--- config.mk ---
export PLATFORM = sky130hd
export DESIGN_NAME = pgdram_ctrl
export DESIGN_NICKNAME = d
export VERILOG_FILES = /design/src/rtl/pgdram_pkg.sv /design/src/rtl/pgdram_page.sv /design/src/rtl/pgdram_timer.sv /design/src/rtl/pgdram_ctrl.sv
export SDC_FILE = /design/constraint.sdc
export NUM_CORES = 1
export LEC_CHECK = 0
export BUFFER_PORTS_ARGS = -buffer_cell sky130_fd_sc_hd__buf_4
export CAP_MARGIN = 10
export CORE_MARGIN = 1.5
export CORE_UTILIZATION = 52
export DETAILED_ROUTE_END_ITERATION = 10
export PLACE_DENSITY = 0.91
export SLEW_MARGIN = 20
export SYNTH_ARGS = -nofsm -noshare
export SYNTH_HDL_FRONTEND = slang
export SYNTH_SLANG_ARGS = --single-unit
--- constraint.sdc ---
create_clock -name clk -period 2.2 [get_ports clk]
set_input_delay 0.22 -clock clk [delete_from_list [all_inputs] [get_ports clk]]
set_output_delay 0.22 -clock clk [all_outputs]
set_load 0.01 [all_outputs]
--- src/rtl/pgdram_pkg.sv ---
package pgdram_pkg;

    localparam int unsigned BUS_BYTES   = 8;
    localparam int unsigned BURST_BEATS = 4;

    typedef enum logic [1:0] {
        ST_IDLE,
        ST_PRECH,
        ST_ACCESS
    } ctl_state_e;

    // column lane inside an aligned group of four
    function automatic logic [1:0] wrap_lane(input logic [1:0] base, input logic [1:0] beat);
        return base + beat;
    endfunction

    function automatic int unsigned max3(input int unsigned a, input int unsigned b, input int unsigned c);
        int unsigned m;
        m = (a > b) ? a : b;
        return (m > c) ? m : c;
    endfunction

endpackage

--- src/rtl/pgdram_page.sv ---
module pgdram_page #(
    parameter int unsigned ROW_W = 7
) (
    input  logic             clk,
    input  logic             rst,
    input  logic             close_row,
    input  logic             open_new,
    input  logic [ROW_W-1:0] new_row,
    input  logic [ROW_W-1:0] cmp_row,
    output logic             row_open,
    output logic             page_hit
);
    logic [ROW_W-1:0] open_row_q;

    always_ff @(posedge clk) begin
        if (rst) begin
            row_open   <= 1'b0;
            open_row_q <= '0;
        end else if (open_new) begin
            row_open   <= 1'b1;
            open_row_q <= new_row;
        end else if (close_row) begin
            row_open   <= 1'b0;
        end
    end

    assign page_hit = row_open && (open_row_q == cmp_row);

    // a freshly opened row is open in the following cycle
    p_open_after_load_r4: assert property (@(posedge clk) disable iff (rst)
        open_new |=> row_open);

    // closing and opening never requested together
    p_close_open_excl_r11: assert property (@(posedge clk) disable iff (rst)
        !(open_new && close_row));

endmodule

--- src/rtl/pgdram_timer.sv ---
module pgdram_timer #(
    parameter int unsigned CNT_W = 3
) (
    input  logic             clk,
    input  logic             rst,
    input  logic             load,
    input  logic [CNT_W-1:0] load_val,
    output logic             last
);
    logic [CNT_W-1:0] cnt_q;

    always_ff @(posedge clk) begin
        if (rst)
            cnt_q <= '0;
        else if (load)
            cnt_q <= load_val;
        else if (cnt_q != '0)
            cnt_q <= cnt_q - 1'b1;
    end

    assign last = (cnt_q == CNT_W'(1));

    // every loaded interval is at least one cycle long
    p_load_nonzero_r5: assert property (@(posedge clk) disable iff (rst)
        load |-> (load_val != '0));

    // a load is only issued when the running interval ends or none runs
    p_load_at_end_r3: assert property (@(posedge clk) disable iff (rst)
        load |-> (cnt_q <= CNT_W'(1)));

endmodule

--- src/rtl/pgdram_ctrl.sv ---
module pgdram_ctrl
    import pgdram_pkg::*;
#(
    parameter int unsigned ADDR_W     = 13,
    parameter int unsigned PAGE_BYTES = 512,
    parameter int unsigned FIRST_CYC  = 5,
    parameter int unsigned NEXT_CYC   = 3,
    parameter int unsigned MISS_CYC   = 2,
    localparam int unsigned COL_W     = $clog2(PAGE_BYTES / BUS_BYTES),
    localparam int unsigned ROW_W     = ADDR_W - COL_W,
    localparam int unsigned MA_W      = (ROW_W > COL_W) ? ROW_W : COL_W
) (
    input  logic              clk,
    input  logic              rst,
    input  logic              req_valid,
    output logic              req_ready,
    input  logic              req_burst,
    input  logic [ADDR_W-1:0] req_addr,
    input  logic              uniform_pace,
    output logic [MA_W-1:0]   dram_ma,
    output logic              dram_ras_n,
    output logic              dram_cas_n,
    output logic              beat_valid,
    output logic [ADDR_W-1:0] beat_word
);
    localparam int unsigned CYC_MAX = max3(FIRST_CYC, NEXT_CYC, MISS_CYC);
    localparam int unsigned CNT_W   = $clog2(CYC_MAX + 1);
    localparam logic [CNT_W-1:0] L_FIRST = CNT_W'(FIRST_CYC);
    localparam logic [CNT_W-1:0] L_NEXT  = CNT_W'(NEXT_CYC);
    localparam logic [CNT_W-1:0] L_MISS  = CNT_W'(MISS_CYC);

    ctl_state_e       state_q;
    logic [ROW_W-1:0] row_q;
    logic [COL_W-1:0] col_q;
    logic             burst_q;
    logic             pace_q;
    logic [1:0]       beat_q;
    logic             row_phase_q;

    logic [ROW_W-1:0] req_row;
    logic [COL_W-1:0] req_col;
    logic [COL_W-1:0] cur_col;
    logic             accept;
    logic             more_beats;
    logic             page_hit;
    logic             row_open;
    logic             t_load;
    logic [CNT_W-1:0] t_val;
    logic             t_last;

    assign req_col = req_addr[COL_W-1:0];
    assign req_row = req_addr[ADDR_W-1:COL_W];

    assign req_ready  = (state_q == ST_IDLE);
    assign accept     = req_ready && req_valid;
    assign more_beats = burst_q && (beat_q != 2'(BURST_BEATS - 1));

    assign cur_col = {col_q[COL_W-1:2], wrap_lane(col_q[1:0], beat_q)};

    pgdram_page #(.ROW_W(ROW_W)) u_page (
        .clk      (clk),
        .rst      (rst),
        .close_row(accept && !page_hit),
        .open_new ((state_q == ST_PRECH) && t_last),
        .new_row  (row_q),
        .cmp_row  (req_row),
        .row_open (row_open),
        .page_hit (page_hit)
    );

    always_comb begin
        t_load = 1'b0;
        t_val  = L_FIRST;
        unique case (state_q)
            ST_IDLE: begin
                t_load = req_valid;
                t_val  = page_hit ? L_FIRST : L_MISS;
            end
            ST_PRECH: begin
                t_load = t_last;
                t_val  = L_FIRST;
            end
            ST_ACCESS: begin
                t_load = t_last && more_beats;
                t_val  = pace_q ? L_FIRST : L_NEXT;
            end
            default: begin
                t_load = 1'b0;
                t_val  = L_FIRST;
            end
        endcase
    end

    pgdram_timer #(.CNT_W(CNT_W)) u_timer (
        .clk     (clk),
        .rst     (rst),
        .load    (t_load),
        .load_val(t_val),
        .last    (t_last)
    );

    always_ff @(posedge clk) begin
        if (rst) begin
            state_q     <= ST_IDLE;
            row_q       <= '0;
            col_q       <= '0;
            burst_q     <= 1'b0;
            pace_q      <= 1'b0;
            beat_q      <= '0;
            row_phase_q <= 1'b0;
        end else begin
            unique case (state_q)
                ST_IDLE: if (req_valid) begin
                    row_q   <= req_row;
                    col_q   <= req_col;
                    burst_q <= req_burst;
                    pace_q  <= uniform_pace;
                    beat_q  <= '0;
                    state_q <= page_hit ? ST_ACCESS : ST_PRECH;
                end
                ST_PRECH: if (t_last) begin
                    state_q     <= ST_ACCESS;
                    row_phase_q <= 1'b1;
                end
                ST_ACCESS: begin
                    row_phase_q <= 1'b0;
                    if (t_last) begin
                        if (more_beats)
                            beat_q <= beat_q + 2'd1;
                        else
                            state_q <= ST_IDLE;
                    end
                end
                default: state_q <= ST_IDLE;
            endcase
        end
    end

    assign beat_valid = (state_q == ST_ACCESS) && t_last;
    assign dram_cas_n = !beat_valid;
    assign dram_ras_n = !row_open;
    assign beat_word  = {row_q, cur_col};
    assign dram_ma    = ((state_q == ST_PRECH) || (row_phase_q && !t_last))
                        ? MA_W'(row_q) : MA_W'(cur_col);

    // the controller is idle straight after reset
    p_ready_after_reset_r1: assert property (@(posedge clk) disable iff (rst)
        $past(rst) |-> (req_ready && dram_ras_n));

    // no beat completes while idle
    p_no_beat_idle_r10: assert property (@(posedge clk) disable iff (rst)
        req_ready |-> !beat_valid);

    // a column strobe only occurs under an open row
    p_cas_under_ras_r2: assert property (@(posedge clk) disable iff (rst)
        !dram_cas_n |-> !dram_ras_n);

    // the row strobe is released only right after a missing request is taken
    p_ras_rise_on_miss_r11: assert property (@(posedge clk) disable iff (rst)
        $rose(dram_ras_n) |-> $past(accept));

    // a single access ends after its one beat
    p_single_ends_r8: assert property (@(posedge clk) disable iff (rst)
        (beat_valid && !burst_q) |=> req_ready);

endmodule

==> impl_metrics.py, run 1 <==
metrics = {
    "outcome": {
        "status": "finished with violations",
        "violations": "design-rule violations",
    },
    "cts": {
        "cts_root_buffer": "clkbuf_4",
        "cts_tree": "done",
        "clock_latency_ps": 330,
        "cts_buffer_depth": 2,
        "cts_setup_buffers": 0,
        "numCtsBuffers": 5,
        "cts-htree-levels": 2,
        "path_clk_slew_ps": 100,
        "cts.sinks": 31,
    },
    "power_and_ir_drop": {
        "power_leakage_nw": 0.7922,
        "power_w": 0.001639,
        "powerDensity_nw_per_um2": 848.8,
        "vdd_ir_drop_max_mv": 0.6021,
    },
    "placement": {
        "port_buffers": 41,
        "place_area_um2": 1863,
        "gp_congestion": 0.8354,
        "post-place-cells": 241,
        "post-dp-hpwl_mm": 2.515,
    },
    "synth": {
        "synth_edf_count": 0,
        "synthFlopType": "dfxtp_1",
        "synth_area_leaders": "dfxtp_1 (39%), nand2_1 (7.8%), a21oi_1 (6.6%)",
        "synthCells": 180,
        "syn-num-nets": 203,
        "async_reset_ff_share_pct": 0,
        "avgSynthCellArea_um2": 8.793,
        "synth.top_cell.area_share_pct": 39.21,
        "synth_top_area_cell": "dfxtp_1",
        "ys_seq_area_share_pct": 39.21,
        "ys_ff_latch": 31,
        "ys_warn_count": 0,
        "netlist_area_um2": 1583,
        "ys_types": 36,
    },
    "sta": {
        "slew_headroom_pct": 60.23,
        "worstMarginPinSlew_ps": 595.1,
        "finalCriticalPeriod_ps": 2102,
        "hold_violations": 0,
        "hold_ws_ps": 129.1,
        "finalSetupViolations": 0,
        "rsz0062_at_grt": "true",
        "setup_tns_ps": 0,
        "post-route-period-util_pct": 95.55,
        "fmax_ghz": 0.4757,
        "finalMaxSlewViolations": 0,
        "skew_ps": 7.707,
    },
    "die": {
        "coreArea_um2": 2829,
        "die_x_um": 58.17,
        "dieHeight_um": 58.17,
        "initial_core_util_pct": 55.95,
        "die-area_um2": 3384,
        "io_pins": 42,
        "row_count": 19,
    },
    "grt": {
        "overflow": 0,
        "grt_max_degree": 37,
        "grt_pass1_wl_mm": 5.802,
        "antenna_found_initial": 0,
        "track_usage_pct": 23.16,
        "grt_pass1_vias": 1226,
    },
    "drt": {
        "drc_errors": 2,
        "vias_per_cell": 5.524,
        "drt_iter0_drc": 53,
        "dr.pass1.iters": 10,
        "wl_per_cell_um": 14.28,
        "vias": 1370,
        "wl_mm": 3.541,
        "ant_nets": 0,
    },
    "hold_path": {
        "hold_depth": 3,
        "hp-start": "uniform_pace",
        "worstHoldPathType": "in -> reg",
        "hold_end": "pace_q",
    },
    "layout": {
        "nets": 240,
        "area_growth_pct": 21.98,
        "final_area_um2": 1931,
        "instances_no_fill": 248,
        "seq_area_um2": 621.8,
        "n_antenna_cell": 0,
        "multi_input_area_um2": 872.1,
        "drive_gt1_share_pct": 29.95,
        "n_fill_cell": 234,
    },
    "critical_path": {
        "rr_endpoint": "u_page.row_open",
        "cp-startpoint": "u_timer.cnt_q[1]",
        "crit_type": "reg -> out",
        "r2r_slack_ps": 500,
        "slowest_delay_ps": 390,
        "critPathRequiredTime_ps": 1980,
        "crit_chain": "inv_1 > ha_2 > nand2b_1 > a21oi_4 > mux2_2 > buf_4",
        "reg2reg_from": "state_q[0]",
        "worstPathMaxFanout": 7,
        "crit_path_start_kind": "register",
        "ff2ff_path_depth": 4,
        "arrival_ps": 1880,
        "end_kind": "primary output",
        "crit_slowest_cell": "mux2_2",
    },
    "flow_run": {
        "maxCapViolations": 0,
    },
}
==> worst max path at each step <==
| stage | end | slack (ps) | cells after the start |
|---|---|---|---|
| 3_5_place_dp | dram_ma[4] | 330 | 6 |
| 6_report | dram_ma[4] | 100 | 6 |
| 3_3_place_gp | dram_ma[1] | 400 | 6 |
| 5_1_grt | dram_ma[4] | -9 | 6 |
| 2_1_floorplan | u_timer.cnt_q[1] | 610 | 7 |
| 4_1_cts | dram_ma[4] | 50 | 6 |
==> power by group <==
group / internal (W) / switching [W]
registers: 0.000631 / 0.0000792
clock network: 0.000148 / 0.000189
logic: 0.000291 / 0.000300
==> through the flow <==
stage / util (%) / worst slack (ps)
6_report: 68.24 / 97.84
2_1_floorplan: - / 606.2
3_5_place_dp: 65.86 / 328.6
3_3_place_gp: 65.86 / 398.5
4_1_cts: 68.11 / 47.84
5_1_grt: 68.24 / -8.876
==> routing by layer <==
metal  track usage (%)  up-vias  part of all wire (%)
met1             29.94      642                    45
met5                 0        -                     0
li1                  -      677                     -
met4             8.970        0                   1.6
met3             6.696        5                   5.5
met2             36.53       46                    48
==> cell usage after synthesis (2+ instances only) <==
library cell / n
a21oi_1: 21
buf_2: 2
buf_4: 4
buf_6: 2
clkbuf_1: 5
dfxtp_1: 31
ha_1: 5
inv_1: 5
mux2_2: 6
mux2i_1: 8
nand2_1: 33
nand2b_1: 7
nand3_1: 2
nand4_1: 2
nor2_1: 11
nor2b_1: 5
o21ai_0: 2
o31ai_1: 2
xnor2_1: 10
==> layout make-up <==
cell class | count | area share (%)
tap | 31 | 2.009
timing repair buffer | 43 | 16.72
clock buffer | 6 | 2.657
multi-input combinational | 131 | 45.17
clock inverter | 1 | 0.2592
inverter | 5 | 0.9721
sequential | 31 | 32.21
==> worst max-delay path, delay by kind of cell (launching register included) <==
kind	cells	cell delay [ps]
adder cells (fa/ha/maj)	1	200
AO/OA/AOI/OAI	1	290
flip-flops	1	330
multiplexers	1	390
AND/OR/NAND/NOR	1	110
buffers and inverters	2	230
==> flip-flops by register name (all words and copies together) (netlist names), 2 cells and up <==
signal             flops
state_q                2
u_timer.cnt_q          3
u_page.open_row_q      7
col_q                  6
beat_q                 2
row_q                  7
==> what timing repair did <==
item,in CTS,in global routing
pin swaps,0,1
hold buffers,0,0
resized for setup,1,2
endpoints found under the setup margin,6,6
==> cell usage in the layout, fill, tap and decap left out, types with 4 or more instances in the layout <==
master    count
a21oi_1      21
nand2_1      33
buf_4        43
nor2_1       11
dfxtp_1      30
ha_1          4
nand2b_1      7
clkbuf_4      5
xnor2_1      10
mux2_2        6
mux2i_1       8
inv_1         5
nor2b_1       5
==> logic make-up after synthesis <==
logic type | Yosys count | synth area share, %
flops | 31 | 39.21
buf+inv | 18 | 6.324
xor+xnor | 10 | 5.533
simple gates | 70 | 22.53
mux | 14 | 9.328
fa+ha+maj | 5 | 3.953
compound gates | 32 | 13.12
(Power assumes the default switching activity.)
==> run 2: changes to the inputs <==
- GPL_TIMING_DRIVEN: unset -> 0
==> impl_metrics.py, run 2 (synthesis results as in run 1) <==
metrics = {
    "power_and_ir_drop": {
        "net-switching-power_w": 0.0006116,
        "power_frac_clock_pct": 22.1,
        "powerDensity_nw_per_um2": 866.7,
        "power_leakage_nw": 0.8342,
        "seqPwrFrac_pct": 39.8,
        "vdd_ir_drop_max_mv": 0.5519,
        "pwr-share-comb_pct": 38.2,
        "switching_share_pct": 34.90,
        "power.internal_w": 0.001141,
    },
    "drt": {
        "vias": 1410,
        "vias_per_cell": 5.423,
        "dr.pass1.iters": 6,
        "drt_iter0_drc": 56,
        "ant_nets": 0,
        "wl_mm": 3.981,
        "drc_errors": 0,
        "wl_per_cell_um": 15.31,
    },
    "die": {
        "initial_core_util_pct": 55.95,
        "row_count": 19,
        "io_pins": 42,
        "die_x_um": 58.17,
        "die-area_um2": 3384,
        "coreArea_um2": 2829,
        "dieHeight_um": 58.17,
    },
    "grt": {
        "antenna_found_initial": 0,
        "track_usage_pct": 26.14,
        "grt_pass1_wl_mm": 6.582,
        "grt_pass1_vias": 1449,
        "overflow": 0,
        "grt_max_degree": 11,
    },
    "cts": {
        "numCtsBuffers": 5,
        "cts_tree": "done",
        "cts.sinks": 31,
        "cts.hold.buffers_added": 0,
        "cts_buffer_depth": 2,
        "clock_latency_ps": 330,
        "path_clk_slew_ps": 100,
        "cts_root_buffer": "clkbuf_4",
        "cts-htree-levels": 2,
    },
    "sta": {
        "finalMaxSlewViolations": 0,
        "finalSetupViolations": 0,
        "fmax_ghz": 0.4735,
        "finalCriticalPeriod_ps": 2112,
        "hold_violations": 0,
        "worstMarginPinSlew_ps": 521.0,
        "post-route-period-util_pct": 96.00,
        "setup_tns_ps": 0,
        "skew_ps": 12.84,
        "rsz0062_at_grt": "false",
        "slew_headroom_pct": 65.27,
    },
    "critical_path": {
        "worstPathMaxFanout": 7,
        "end_kind": "primary output",
        "arrival_ps": 1890,
        "critPathRequiredTime_ps": 1980,
        "crit_path_start_kind": "register",
        "crit_type": "reg -> out",
    },
    "layout": {
        "nets": 251,
        "final_cell_mix": "buf_4 (45), nand2_1 (33), dfxtp_1 (31)",
        "top_regs": "row_q (7), u_page.open_row_q (7), col_q (6)",
        "drive_gt1_share_pct": 31.00,
        "area_growth_pct": 27.75,
        "n_fill_cell": 230,
        "final_common_cell": "buf_4",
        "final_area_um2": 2022,
        "n_antenna_cell": 0,
    },
    "placement": {
        "gp_congestion": 0.7941,
        "port_buffers": 40,
        "post-dp-hpwl_mm": 2.836,
        "place_area_um2": 1922,
    },
    "flow_run": {
        "maxCapViolations": 0,
    },
    "hold_path": {
        "worstHoldPathType": "in -> reg",
    },
    "outcome": {
        "status": "completed",
    },
}
[run 2: routing by layer]
layer / part of all wire (%) / up-vias / wire (um) / global-route usage (%)
met4: 1.1 / 0 / 44 / 10.63
met3: 5.7 / 5 / 227 / 6.027
met2: 50 / 38 / 1976 / 45.78
li1: - / 706 / - / -
met5: 0 / - / 0 / 0
met1: 44 / 661 / 1732 / 30.64
[run 2: repair_timing]
item | 4_1_cts | 5_1_grt
setup endpoints to repair | 6 | 6
gates cloned | 0 | 0
pin swaps | 0 | 1
buffers inserted | 0 | 1
resized for setup | 1 | 2
[run 2: worst max-delay path, cell delays in order (launching register included)]
cell	delay (ps)
dfxtp_1	330
inv_1	140
ha_4	160
nand2b_1	100
a21oi_4	310
mux2_2	390
buf_4	140
[run 2: per-stage QoR]
step	util [%]	setup slack [ps]	instances	power (W)	hold WS [ps]
2_1_floorplan	-	606.2	180	0.001125	356.0
3_3_place_gp	67.93	333.0	251	0.001317	451.9
3_5_place_dp	67.93	307.1	251	0.001339	457.3
4_1_cts	70.77	42.93	259	0.001728	123.1
5_1_grt	71.47	1.640	260	0.001854	114.6
6_report	71.47	87.91	260	0.001752	126.5
[run 2: power groups by stage]
| stage | clock network [W] | registers, W | logic, W |
|---|---|---|---|
| after CTS | 0.000386 | 0.000692 | 0.000650 |
| final | 0.000387 | 0.000697 | 0.000669 |
| after detailed placement | 0 | 0.000703 | 0.000635 |
| after global placement | 0 | 0.000699 | 0.000618 |
| after global routing | 0.000412 | 0.000708 | 0.000734 |
| after floorplan | 0 | 0.000694 | 0.000431 |
[run 2: final cells by class]
type / count / area, um^2 / share of cell area (%)
flip-flops and latches: 31 / 620.6 / 30.69
clock buffers: 7 / 65.06 / 3.218
inverters: 5 / 18.77 / 0.9282
clock inverters: 1 / 7.507 / 0.3713
plain buffers: 13 / 81.33 / 4.022
repair buffers: 41 / 307.8 / 15.22
well taps: 31 / 38.79 / 1.918
multi-input cells: 131 / 882.1 / 43.63
[run 2: final timing paths]
check	from	end	slack (ps)	cells after the start
setup / recovery	u_timer.cnt_q[1]	dram_ma[0]	90	6
hold / removal	req_addr[4]	col_q[4]	130	3
setup reg to reg	state_q[0]	row_q[3]	470	5
hold reg to reg	pace_q	pace_q	480	2
==> run 3: changes to the inputs <==
- clock period: 2.2 -> 2.1 ns (I/O delays scaled with it)
==> impl_metrics.py, run 3 (synthesis results as in run 1) <==
metrics = {
    "critical_path": {
        "crit_path_start_kind": "register",
        "crit_type": "reg -> out",
        "ff2ff_path_depth": 5,
        "end_kind": "primary output",
        "cp_num_buf_inv": 2,
        "worstPathMaxFanout": 7,
        "path_delay_family": "multiplexers",
        "critPathRequiredTime_ps": 1890,
        "crit_chain": "inv_2 > ha_4 > nand2b_4 > a21oi_4 > mux2_2 > buf_4",
        "reg2reg_from": "state_q[0]",
        "r2r_slack_ps": 340,
        "slowest_delay_ps": 380,
        "crit_slowest_cell": "mux2_2",
        "arrival_ps": 1820,
        "rr_endpoint": "row_q[3]",
    },
    "layout": {
        "nets": 251,
        "drive_gt1_share_pct": 32.75,
        "instances_no_fill": 260,
        "final_cell_mix": "buf_4 (45), nand2_1 (33), dfxtp_1 (29)",
        "seq_area_um2": 623.1,
        "n_antenna_cell": 0,
        "top_regs": "row_q (7), u_page.open_row_q (7), col_q (6)",
        "n_fill_cell": 223,
        "final_common_cell": "buf_4",
        "area_growth_pct": 28.77,
        "multi_input_area_um2": 893.4,
        "postLayoutCoreUtil_pct": 72.05,
    },
    "outcome": {
        "status": "completed",
    },
    "cts": {
        "cts_root_buffer": "clkbuf_4",
        "numCtsBuffers": 5,
        "cts_buffer_depth": 2,
        "cts.hold.buffers_added": 0,
        "path_clk_slew_ps": 110,
        "cts_tree": "done",
        "clock_latency_ps": 340,
        "cts.sinks": 31,
        "cts-htree-levels": 2,
    },
    "sta": {
        "skew_ps": 11.47,
        "slew_headroom_pct": 65.77,
        "hold_violations": 0,
        "fmax_ghz": 0.4922,
        "post-route-period-util_pct": 96.75,
        "setup_slack_ps": 68.31,
        "rsz0062_at_grt": "false",
        "worstMarginPinSlew_ps": 512.9,
        "finalCriticalPeriod_ps": 2032,
        "finalSetupViolations": 0,
        "finalMaxSlewViolations": 0,
        "setup_tns_ps": 0,
        "hold_ws_ps": 107.6,
    },
    "power_and_ir_drop": {
        "powerDensity_nw_per_um2": 918.1,
        "power_leakage_nw": 0.8401,
        "vdd_ir_drop_max_mv": 0.5910,
    },
    "drt": {
        "dr.pass1.iters": 6,
        "ant_nets": 0,
        "drc_errors": 0,
        "vias": 1422,
        "wl_per_cell_um": 15.57,
        "drt_iter0_drc": 70,
        "wl_mm": 4.047,
        "vias_per_cell": 5.469,
    },
    "die": {
        "initial_core_util_pct": 55.95,
        "row_count": 19,
        "dieHeight_um": 58.17,
        "die_x_um": 58.17,
        "coreArea_um2": 2829,
        "io_pins": 42,
        "die-area_um2": 3384,
    },
    "hold_path": {
        "hold_end": "col_q[4]",
        "worstHoldPathType": "in -> reg",
        "hp-start": "req_addr[4]",
        "hold_depth": 3,
    },
    "grt": {
        "grt_pass1_vias": 1450,
        "grt_pass1_wl_mm": 6.630,
        "antenna_found_initial": 0,
        "overflow": 0,
        "track_usage_pct": 26.28,
        "grt_max_degree": 11,
    },
    "placement": {
        "post-dp-hpwl_mm": 2.836,
        "pre_cts_slack_ps": 217.1,
        "gp_congestion": 0.7941,
        "post-place-cells": 251,
        "port_buffers": 40,
    },
    "flow_run": {
        "maxCapViolations": 0,
    },
}
run 3: worst max path at each step:
stage / endpoint / cells past startpoint / start / slack [ps]
floorplan: u_timer.cnt_q[1] / 7 / u_timer.cnt_q[1] / 510
global placement: dram_ma[0] / 6 / u_timer.cnt_q[1] / 240
detailed placement: dram_ma[0] / 6 / u_timer.cnt_q[1] / 220
CTS: dram_ma[0] / 6 / u_timer.cnt_q[1] / -9
global route: dram_ma[3] / 6 / u_timer.cnt_q[1] / 4
finish: dram_ma[1] / 6 / u_timer.cnt_q[1] / 70
run 3: through the flow:
| step | instance area [um^2] | power, W |
|---|---|---|
| after CTS | 2012 | 0.001822 |
| after detailed placement | 1922 | 0.001402 |
| after global placement | 1922 | 0.001380 |
| final | 2038 | 0.001871 |
| after floorplan | 1583 | 0.001179 |
| after global routing | 2038 | 0.001974 |
run 3: cell type report:
cell class              instances  share of cell area, %
clock buffers                   7                  3.192
flip-flops and latches         31                  30.57
well taps                      31                  1.903
plain buffers                  13                  4.113
inverters                       5                 0.9208
repair buffers                 41                  15.10
multi-input cells             131                  43.83
clock inverters                 1                 0.3683
run 3: power by group:
part | total [W] | switching [W] | leakage [nW] | internal [W]
logic | 0.000723 | 0.000369 | 0.549 | 0.000355
registers | 0.000735 | 0.0000721 | 0.254 | 0.000663
clock network | 0.000413 | 0.000218 | 0.0375 | 0.000196
run 3: timing repair:
item                                    4_1_cts  5_1_grt
endpoints found under the setup margin        6        6
resized for setup                             2        7
buffers inserted                              1        0
endpoints found under the hold margin         0        0
pin swaps                                     1        1
run 3: tightest hold or removal path: stages:
cell and delay (ps):
buf_4 110, nand2_1 40, a21oi_1 50
run 3: metal layers:
layer	GRT usage, %	up-vias	wire, um
met5	0	-	0
met4	10.63	0	55
met3	6.027	8	210
met2	45.78	46	2045
met1	31.06	662	1737
li1	-	706	-
